`src/rtl/cfgport_pkg.sv`:
```
package cfgport_pkg;

    // Global register indices (reachable from every bank)
    localparam logic [7:0] IDX_BANK_SEL  = 8'h07;
    localparam logic [7:0] IDX_CHIP_ID   = 8'h20;
    localparam logic [7:0] IDX_CHIP_REV  = 8'h21;

    // Per-device bank register indices
    localparam logic [7:0] IDX_ENABLE    = 8'h30;
    localparam logic [7:0] IDX_PBASE_HI  = 8'h60;
    localparam logic [7:0] IDX_PBASE_LO  = 8'h61;
    localparam logic [7:0] IDX_SBASE_HI  = 8'h62;
    localparam logic [7:0] IDX_SBASE_LO  = 8'h63;
    localparam logic [7:0] IDX_PIRQ      = 8'h70;
    localparam logic [7:0] IDX_SIRQ      = 8'h72;

    // Values returned when nothing drives the bus / nothing is mapped
    localparam logic [7:0] BUS_FLOAT     = 8'hFF;
    localparam logic [7:0] UNMAPPED      = 8'h00;

    // Pin control byte layout
    localparam int PIN_DIR_BIT = 0;
    localparam int PIN_INV_BIT = 1;
    localparam int PIN_IEN_BIT = 2;
    localparam int PIN_FN_LSB  = 3;
    localparam int PIN_CFG_W   = 5;

    typedef struct packed {
        logic [7:0] idx;
        logic [7:0] bank;
        logic [7:0] rdata;
    } port_state_t;

endpackage

```
`src/rtl/cfgport_keylock.sv`:
```
module cfgport_keylock #(
    parameter logic [7:0] KEY_ON  = 8'h55,
    parameter logic [7:0] KEY_OFF = 8'hAA
) (
    input  logic       clk,
    input  logic       rst_n,
    input  logic       idx_wr,
    input  logic [7:0] wdata,
    output logic       unlocked,
    output logic       idx_load
);

    typedef enum logic {MODE_RUN, MODE_CFG} mode_e;

    mode_e mode_d, mode_q;

    always_comb begin
        mode_d   = mode_q;
        idx_load = 1'b0;
        if (idx_wr) begin
            case (mode_q)
                MODE_RUN: begin
                    if (wdata == KEY_ON) mode_d = MODE_CFG;
                end
                MODE_CFG: begin
                    if (wdata == KEY_OFF) mode_d = MODE_RUN;
                    else                  idx_load = 1'b1;
                end
                default: mode_d = MODE_RUN;
            endcase
        end
    end

    always_ff @(posedge clk) begin
        if (!rst_n) mode_q <= MODE_RUN;
        else        mode_q <= mode_d;
    end

    assign unlocked = (mode_q == MODE_CFG);

endmodule

```
`src/rtl/cfgport_dev_bank.sv`:
```
module cfgport_dev_bank
    import cfgport_pkg::*;
#(
    parameter int IRQ_W = 4
) (
    input  logic             clk,
    input  logic             rst_n,
    input  logic             wr_en,
    input  logic [7:0]       idx,
    input  logic [7:0]       wdata,
    output logic             active,
    output logic [15:0]      pri_base,
    output logic [15:0]      sec_base,
    output logic [IRQ_W-1:0] pri_irq,
    output logic [IRQ_W-1:0] sec_irq,
    output logic [7:0]       rd_data
);

    localparam int IRQ_PAD = 8 - IRQ_W;

    typedef struct packed {
        logic             en;
        logic [15:0]      pbase;
        logic [15:0]      sbase;
        logic [IRQ_W-1:0] pirq;
        logic [IRQ_W-1:0] sirq;
    } bank_t;

    bank_t bank_d, bank_q;

    always_comb begin
        bank_d = bank_q;
        if (wr_en) begin
            case (idx)
                IDX_ENABLE:   bank_d.en          = wdata[0];
                IDX_PBASE_HI: bank_d.pbase[15:8] = wdata;
                IDX_PBASE_LO: bank_d.pbase[7:0]  = wdata;
                IDX_SBASE_HI: bank_d.sbase[15:8] = wdata;
                IDX_SBASE_LO: bank_d.sbase[7:0]  = wdata;
                IDX_PIRQ:     bank_d.pirq        = wdata[IRQ_W-1:0];
                IDX_SIRQ:     bank_d.sirq        = wdata[IRQ_W-1:0];
                default:      ;
            endcase
        end
    end

    always_comb begin
        case (idx)
            IDX_ENABLE:   rd_data = {7'b0, bank_q.en};
            IDX_PBASE_HI: rd_data = bank_q.pbase[15:8];
            IDX_PBASE_LO: rd_data = bank_q.pbase[7:0];
            IDX_SBASE_HI: rd_data = bank_q.sbase[15:8];
            IDX_SBASE_LO: rd_data = bank_q.sbase[7:0];
            IDX_PIRQ:     rd_data = {{IRQ_PAD{1'b0}}, bank_q.pirq};
            IDX_SIRQ:     rd_data = {{IRQ_PAD{1'b0}}, bank_q.sirq};
            default:      rd_data = UNMAPPED;
        endcase
    end

    always_ff @(posedge clk) begin
        if (!rst_n) bank_q <= '0;
        else        bank_q <= bank_d;
    end

    assign active   = bank_q.en;
    assign pri_base = bank_q.pbase;
    assign sec_base = bank_q.sbase;
    assign pri_irq  = bank_q.pirq;
    assign sec_irq  = bank_q.sirq;

endmodule

```
`src/rtl/cfgport_pin_bank.sv`:
```
module cfgport_pin_bank
    import cfgport_pkg::*;
#(
    parameter int         NUM_GPIO = 48,
    parameter logic [7:0] IDX_BASE = 8'hC0
) (
    input  logic                  clk,
    input  logic                  rst_n,
    input  logic                  wr_en,
    input  logic [7:0]            idx,
    input  logic [PIN_CFG_W-1:0]  wdata,
    output logic [NUM_GPIO-1:0]   pin_dir,
    output logic [NUM_GPIO-1:0]   pin_inv,
    output logic [NUM_GPIO-1:0]   pin_ien,
    output logic [2*NUM_GPIO-1:0] pin_func,
    output logic [7:0]            rd_data
);

    localparam int RD_PAD = 8 - PIN_CFG_W;

    logic [PIN_CFG_W-1:0] cfg_d [NUM_GPIO];
    logic [PIN_CFG_W-1:0] cfg_q [NUM_GPIO];
    logic [NUM_GPIO-1:0]  hit;

    for (genvar k = 0; k < NUM_GPIO; k++) begin : g_pin
        assign hit[k]           = (idx == 8'(int'(IDX_BASE) + k));
        assign pin_dir[k]       = cfg_q[k][PIN_DIR_BIT];
        assign pin_inv[k]       = cfg_q[k][PIN_INV_BIT];
        assign pin_ien[k]       = cfg_q[k][PIN_IEN_BIT];
        assign pin_func[2*k +: 2] = cfg_q[k][PIN_FN_LSB +: 2];
    end

    always_comb begin
        rd_data = UNMAPPED;
        for (int k = 0; k < NUM_GPIO; k++) begin
            cfg_d[k] = cfg_q[k];
            if (wr_en && hit[k]) cfg_d[k] = wdata;
            if (hit[k]) rd_data = {{RD_PAD{1'b0}}, cfg_q[k]};
        end
    end

    always_ff @(posedge clk) begin
        for (int k = 0; k < NUM_GPIO; k++) begin
            if (!rst_n) cfg_q[k] <= '0;
            else        cfg_q[k] <= cfg_d[k];
        end
    end

endmodule

```
`src/rtl/cfgport_ctrl.sv`:
```
module cfgport_ctrl
    import cfgport_pkg::*;
#(
    parameter int              IO_AW         = 16,
    parameter logic [IO_AW-1:0] IDX_PORT     = 16'h03F0,
    parameter int              NUM_STD_BANKS = 8,
    parameter int              IRQ_W         = 4,
    parameter int              NUM_GPIO      = 48,
    parameter logic [7:0]      PIN_IDX_BASE  = 8'hC0,
    parameter logic [7:0]      CHIP_ID       = 8'h30,
    parameter logic [7:0]      CHIP_REV      = 8'h01,
    parameter logic [7:0]      KEY_ON        = 8'h55,
    parameter logic [7:0]      KEY_OFF       = 8'hAA
) (
    input  logic                           clk,
    input  logic                           rst_n,
    input  logic [IO_AW-1:0]               io_addr,
    input  logic                           io_wr,
    input  logic                           io_rd,
    input  logic [7:0]                     io_wdata,
    output logic [7:0]                     io_rdata,
    output logic [NUM_STD_BANKS-1:0]       dev_active,
    output logic [NUM_STD_BANKS*16-1:0]    dev_pri_base,
    output logic [NUM_STD_BANKS*16-1:0]    dev_sec_base,
    output logic [NUM_STD_BANKS*IRQ_W-1:0] dev_pri_irq,
    output logic [NUM_STD_BANKS*IRQ_W-1:0] dev_sec_irq,
    output logic [NUM_GPIO-1:0]            gpio_dir,
    output logic [NUM_GPIO-1:0]            gpio_inv,
    output logic [NUM_GPIO-1:0]            gpio_irq_en,
    output logic [NUM_GPIO*2-1:0]          gpio_func
);

    localparam logic [IO_AW-1:0] DATA_PORT = IDX_PORT + 1'b1;
    localparam logic [7:0]       PIN_BANK  = 8'(NUM_STD_BANKS);

    port_state_t st_d, st_q;

    logic       at_idx, at_data;
    logic       unlocked, idx_load;
    logic       data_wr;
    logic [7:0] bank_rd [NUM_STD_BANKS];
    logic [7:0] pin_rd;
    logic [7:0] rd_mux;

    assign at_idx  = (io_addr == IDX_PORT);
    assign at_data = (io_addr == DATA_PORT);
    assign data_wr = io_wr && at_data && unlocked;

    cfgport_keylock #(
        .KEY_ON  (KEY_ON),
        .KEY_OFF (KEY_OFF)
    ) u_lock (
        .clk      (clk),
        .rst_n    (rst_n),
        .idx_wr   (io_wr && at_idx),
        .wdata    (io_wdata),
        .unlocked (unlocked),
        .idx_load (idx_load)
    );

    for (genvar b = 0; b < NUM_STD_BANKS; b++) begin : g_bank
        cfgport_dev_bank #(
            .IRQ_W (IRQ_W)
        ) u_bank (
            .clk      (clk),
            .rst_n    (rst_n),
            .wr_en    (data_wr && (st_q.bank == 8'(b))),
            .idx      (st_q.idx),
            .wdata    (io_wdata),
            .active   (dev_active[b]),
            .pri_base (dev_pri_base[b*16 +: 16]),
            .sec_base (dev_sec_base[b*16 +: 16]),
            .pri_irq  (dev_pri_irq[b*IRQ_W +: IRQ_W]),
            .sec_irq  (dev_sec_irq[b*IRQ_W +: IRQ_W]),
            .rd_data  (bank_rd[b])
        );
    end

    cfgport_pin_bank #(
        .NUM_GPIO (NUM_GPIO),
        .IDX_BASE (PIN_IDX_BASE)
    ) u_pins (
        .clk      (clk),
        .rst_n    (rst_n),
        .wr_en    (data_wr && (st_q.bank == PIN_BANK)),
        .idx      (st_q.idx),
        .wdata    (io_wdata[PIN_CFG_W-1:0]),
        .pin_dir  (gpio_dir),
        .pin_inv  (gpio_inv),
        .pin_ien  (gpio_irq_en),
        .pin_func (gpio_func),
        .rd_data  (pin_rd)
    );

    // Read-back selection
    always_comb begin
        rd_mux = BUS_FLOAT;
        if (at_idx) begin
            if (unlocked) rd_mux = st_q.idx;
        end else if (at_data && unlocked) begin
            case (st_q.idx)
                IDX_BANK_SEL: rd_mux = st_q.bank;
                IDX_CHIP_ID:  rd_mux = CHIP_ID;
                IDX_CHIP_REV: rd_mux = CHIP_REV;
                default: begin
                    rd_mux = UNMAPPED;
                    for (int b = 0; b < NUM_STD_BANKS; b++) begin
                        if (st_q.bank == 8'(b)) rd_mux = bank_rd[b];
                    end
                    if (st_q.bank == PIN_BANK) rd_mux = pin_rd;
                end
            endcase
        end
    end

    // Next-state computation
    always_comb begin
        st_d = st_q;
        if (idx_load) st_d.idx = io_wdata;
        if (data_wr && (st_q.idx == IDX_BANK_SEL)) st_d.bank = io_wdata;
        if (io_rd) st_d.rdata = rd_mux;
    end

    always_ff @(posedge clk) begin
        if (!rst_n) st_q <= '0;
        else        st_q <= st_d;
    end

    assign io_rdata = st_q.rdata;

endmodule

```
`config.mk`:
```
export PLATFORM = sky130hd
export DESIGN_NAME = cfgport_ctrl
export DESIGN_NICKNAME = d
export VERILOG_FILES = /design/src/rtl/cfgport_pkg.sv /design/src/rtl/cfgport_keylock.sv /design/src/rtl/cfgport_dev_bank.sv /design/src/rtl/cfgport_pin_bank.sv /design/src/rtl/cfgport_ctrl.sv
export SDC_FILE = /design/constraint.sdc
export NUM_CORES = 2
export LEC_CHECK = 0
export BUFFER_PORTS_ARGS = -buffer_cell sky130_fd_sc_hd__buf_4
export CAP_MARGIN = 20
export CORE_AREA = 2 2 236 238
export CTS_CLUSTER_DIAMETER = 100
export DETAILED_ROUTE_END_ITERATION = 7
export DIE_AREA = 0 0 238 240
export PLACE_DENSITY = 0.82
export SLEW_MARGIN = 15
export SYNTH_ARGS = -nofsm -noshare
export SYNTH_HDL_FRONTEND = slang
export SYNTH_HIERARCHICAL = 1
export SYNTH_SLANG_ARGS = --single-unit
```
`constraint.sdc`:
```
create_clock -name clk -period 5.8 [get_ports clk]
set_input_delay 0.87 -clock clk [delete_from_list [all_inputs] [get_ports clk]]
set_output_delay 0.87 -clock clk [all_outputs]
set_load 0.01 [all_outputs]
```
==> impl_results.md <==
* Final setup violating endpoints at 0
* Max-slew headroom at 0.233
* Cell Count Post-Placement at 4578
* Detail Route Antenna Nets at 0
* Register area share after synthesis at 0.381
* Worst setup SP type: flop
* Reg2reg path depth at 12
* Dpl hpwl at between 80000 and 90000 um
* Count of yosys warnings during synthesis at 6
* Pre-Repair DR Iteration Count at 7
* Hold-critical path depth at 2
* Worst Max-Slew Pin Slew at around 1.1 ns
* CORE AREA at about 0.055 mm^2
* #FFs+latches synth at 593
* Via count at 30558
* Most common cell after layout, fill and taps aside: sky130_fd_sc_hd__buf_4
* Avg Vias per Cell at 6.51
* Total I/O pin count at 604
* Final setup slack of the worst path at 1.67 ns
* Total length of routed wires at between 100000 and 150000 um
* Buffers from clock root to sink, at most at 3
* Maximum number of pins on one net before global-route repair at 168
* Worst Setup Slack post-DPL at approximately 1.5 ns
* Post-cts gate resize count at 0
* Final instance count without filler cells at between 4000 and 5000
* Number of buffers added on ports at about 600
* Post-Syn Area per Cell at slightly below 9 um^2
* Placed inst area at approximately 0.036 mm^2
* Global route total overflow at 0
* Gate count after technology mapping at between 3000 and 4000
* Number of levels the H-tree was split into at 2
* Max-cap violations at 0
* Via count of the first global-routing pass at around 28000
* Share of the clock period used by the worst path at 0.711
* Status: finished clean
* Initial antenna violation count at 0
* Global-route usage over all layers at 0.411
* Routability congestion estimate at around 1.1
* Clock buffer count from CTS at 60
* Die area at between 0.05 and 0.06 mm^2
* Worst setup path class: flop to flop
* Clock tree from TritonCTS: built
* Total Negative Setup Slacks at 0 ns
* DRC marker count from the first detailed-route iteration at 3975
* Clock root buffer: sky130_fd_sc_hd__clkbuf_16
* # clock sinks at 593
* Average detailed-routed wire length per instance at about 26 um
* Proportion of synthesized flip-flops having asynchronous set or reset at 0
* Power consumption at 8530 uW
* Clk Latency, worst-skew pair at 0.65 ns
* Nature of the critical path endpoint: flop
* Final Critical Period at between 4 and 5 ns
* Chip Width at between 200 and 250 um
* Synth-to-Final Area Change at 21.2%
* Worst R2R Setup Slack at about 1.7 ns
* Arrival time at the worst endpoint at 4.69 ns
* RSZ-0062 raised after global routing: false
* Fmax at approximately 240 MHz
* Finished Cell Area at around 0.038 mm^2
* Critical path peak fanout at 42
* Effective utilization at floorplan at 0.570
* Class of the tightest hold or removal check: flop to flop
* Number of failing hold endpoints at the final stage at 0
* Vert. Die Dim at between 200 and 250 um
* Count of different cell masters after synthesis at between 100 and 150
* Final Net Count at 3964
* Final worst clock skew at 0.0303 ns
* Number of setup buffers added after CTS at 0
* EDFF count, synth at 0
* Peak supply drop at 0.257 mV
* Number of hold buffers added after CTS at 0
* Clock-pin slew on the worst setup and hold paths at about 0.070 ns
* Wire length of the first global-routing pass at between 150000 and 200000 um
* Area of the mapped netlist at ~0.031 mm^2
* Required time reported for the critical path endpoint at approximately 6.4 ns
* Number of placement rows at 86
* Most frequently used flop master after synthesis: sky130_fd_sc_hd__dfxtp_1
* Power Density at 226 mW/mm^2
* Leading cell types in the layout, fill and taps excluded: sky130_fd_sc_hd__buf_4 (650), sky130_fd_sc_hd__dfxtp_1 (584), sky130_fd_sc_hd__nand2_1 (515)
* Final Max Tran Viols at 0
* Number of DRC violations after detailed routing at 0
* Static leakage at between 0.015 and 0.02 uW
* Fraction of layout cells with a size suffix above 1 at 0.230
## where the power goes
group / internal (uW) / switching, uW / leakage [uW]
Sequential: 4070 / 2.64 / 0.00478
Combinational: 78.3 / 179 / 0.0100
Clock: 2460 / 1730 / 0.00103
## worst max-delay path, stage by stage, from the launching register on
cell and delay (ns):
sky130_fd_sc_hd__dfxtp_4 0.78, sky130_fd_sc_hd__nand2b_1 0.59, sky130_fd_sc_hd__nor2_1 0.54, sky130_fd_sc_hd__buf_4 0.33
sky130_fd_sc_hd__a21oi_1 0.11, sky130_fd_sc_hd__a21oi_1 0.20, sky130_fd_sc_hd__nor4_1 0.08, sky130_fd_sc_hd__or3_1 0.43
sky130_fd_sc_hd__a21oi_1 0.38, sky130_fd_sc_hd__o221ai_1 0.17, sky130_fd_sc_hd__a211oi_1 0.25, sky130_fd_sc_hd__a21oi_1 0.07
sky130_fd_sc_hd__nor2_1 0.09
## metrics by stage
stage / hold WS (ns) / util
global route: 0.500 / 0.691
floorplan: 0.456 / -
global placement: 0.461 / 0.652
detailed placement: 0.473 / 0.652
CTS: 0.481 / 0.691
finish: 0.482 / 0.691
## cell type report
type	count	area (um^2)
Tap cell	704	881
Clock inverter	23	323
Multi-Input combinational cell	2605	17800
Fill cell	4328	16900
Timing Repair Buffer	656	4990
Antenna cell	1	2.50
Inverter	20	75.1
Sequential cell	593	11900
Clock buffer	89	1800
## registers in the layout, indices dropped and copies added, names as in the netlist
register,count
u_pins/cfg_q,240
io_rdata,8
g_bank.u_bank/active,8
g_bank.u_bank/sec_irq,32
st_q,16
g_bank.u_bank/pri_irq,32
u_lock/unlocked,1
g_bank.u_bank/sec_base,128
g_bank.u_bank/pri_base,128
## layer usage
metal | vias up | GRT usage | share of wire
met4 | 0 | 0.228 | 0.064
met2 | 2172 | 0.646 | 0.45
met3 | 478 | 0.113 | 0.12
li1 | 13418 | - | -
met5 | - | 0 | 0
met1 | 14490 | 0.511 | 0.37
## synthesized netlist by cell type (all sizes together), types with 19 or more instances
| library cell | count | area, um^2 |
|---|---|---|
| dfxtp | 593 | 11900 |
| a21oi | 60 | 300 |
| and4bb | 19 | 238 |
| inv | 20 | 75.1 |
| mux2 | 35 | 394 |
| o21ai | 120 | 601 |
| nor3b | 19 | 158 |
| nor2 | 140 | 554 |
| clkbuf | 139 | 536 |
| a21boi | 196 | 1470 |
| nand2 | 523 | 2020 |
| nand4 | 22 | 264 |
| nand3 | 333 | 1820 |
| buf | 137 | 927 |
| nor2b | 239 | 1500 |
| and3 | 35 | 259 |
| a211oi | 19 | 148 |
| a22oi | 25 | 188 |
| nor3 | 34 | 231 |
| mux2i | 462 | 4620 |
| o22ai | 25 | 156 |
| a221o | 49 | 490 |
## final timing paths
path / startpoint / to
worst max-delay path: st_q[18]$_SDFFE_PN0P_ / io_rdata[1]$_SDFFE_PN0P_
worst min-delay path: g_bank[3].u_bank/sec_base[6]$_SDFFE_PN0P_ / g_bank[3].u_bank/sec_base[6]$_SDFFE_PN0P_
worst max register to register: st_q[18]$_SDFFE_PN0P_ / io_rdata[1]$_SDFFE_PN0P_
worst min register to register: g_bank[3].u_bank/sec_base[6]$_SDFFE_PN0P_ / g_bank[3].u_bank/sec_base[6]$_SDFFE_PN0P_
## kinds of logic (layout without fill, tap and decap cells)
family                 Yosys count  in the layout  synth area share
multiplexers                   511            511             0.171
AND/OR/NAND/NOR               1475           1475             0.256
AO/OA/AOI/OAI                  616            616             0.143
other                            1              4          0.000120
flip-flops                     593            593             0.381
buffers and inverters          296            788            0.0493
Power figures use the tool's default switching activity.
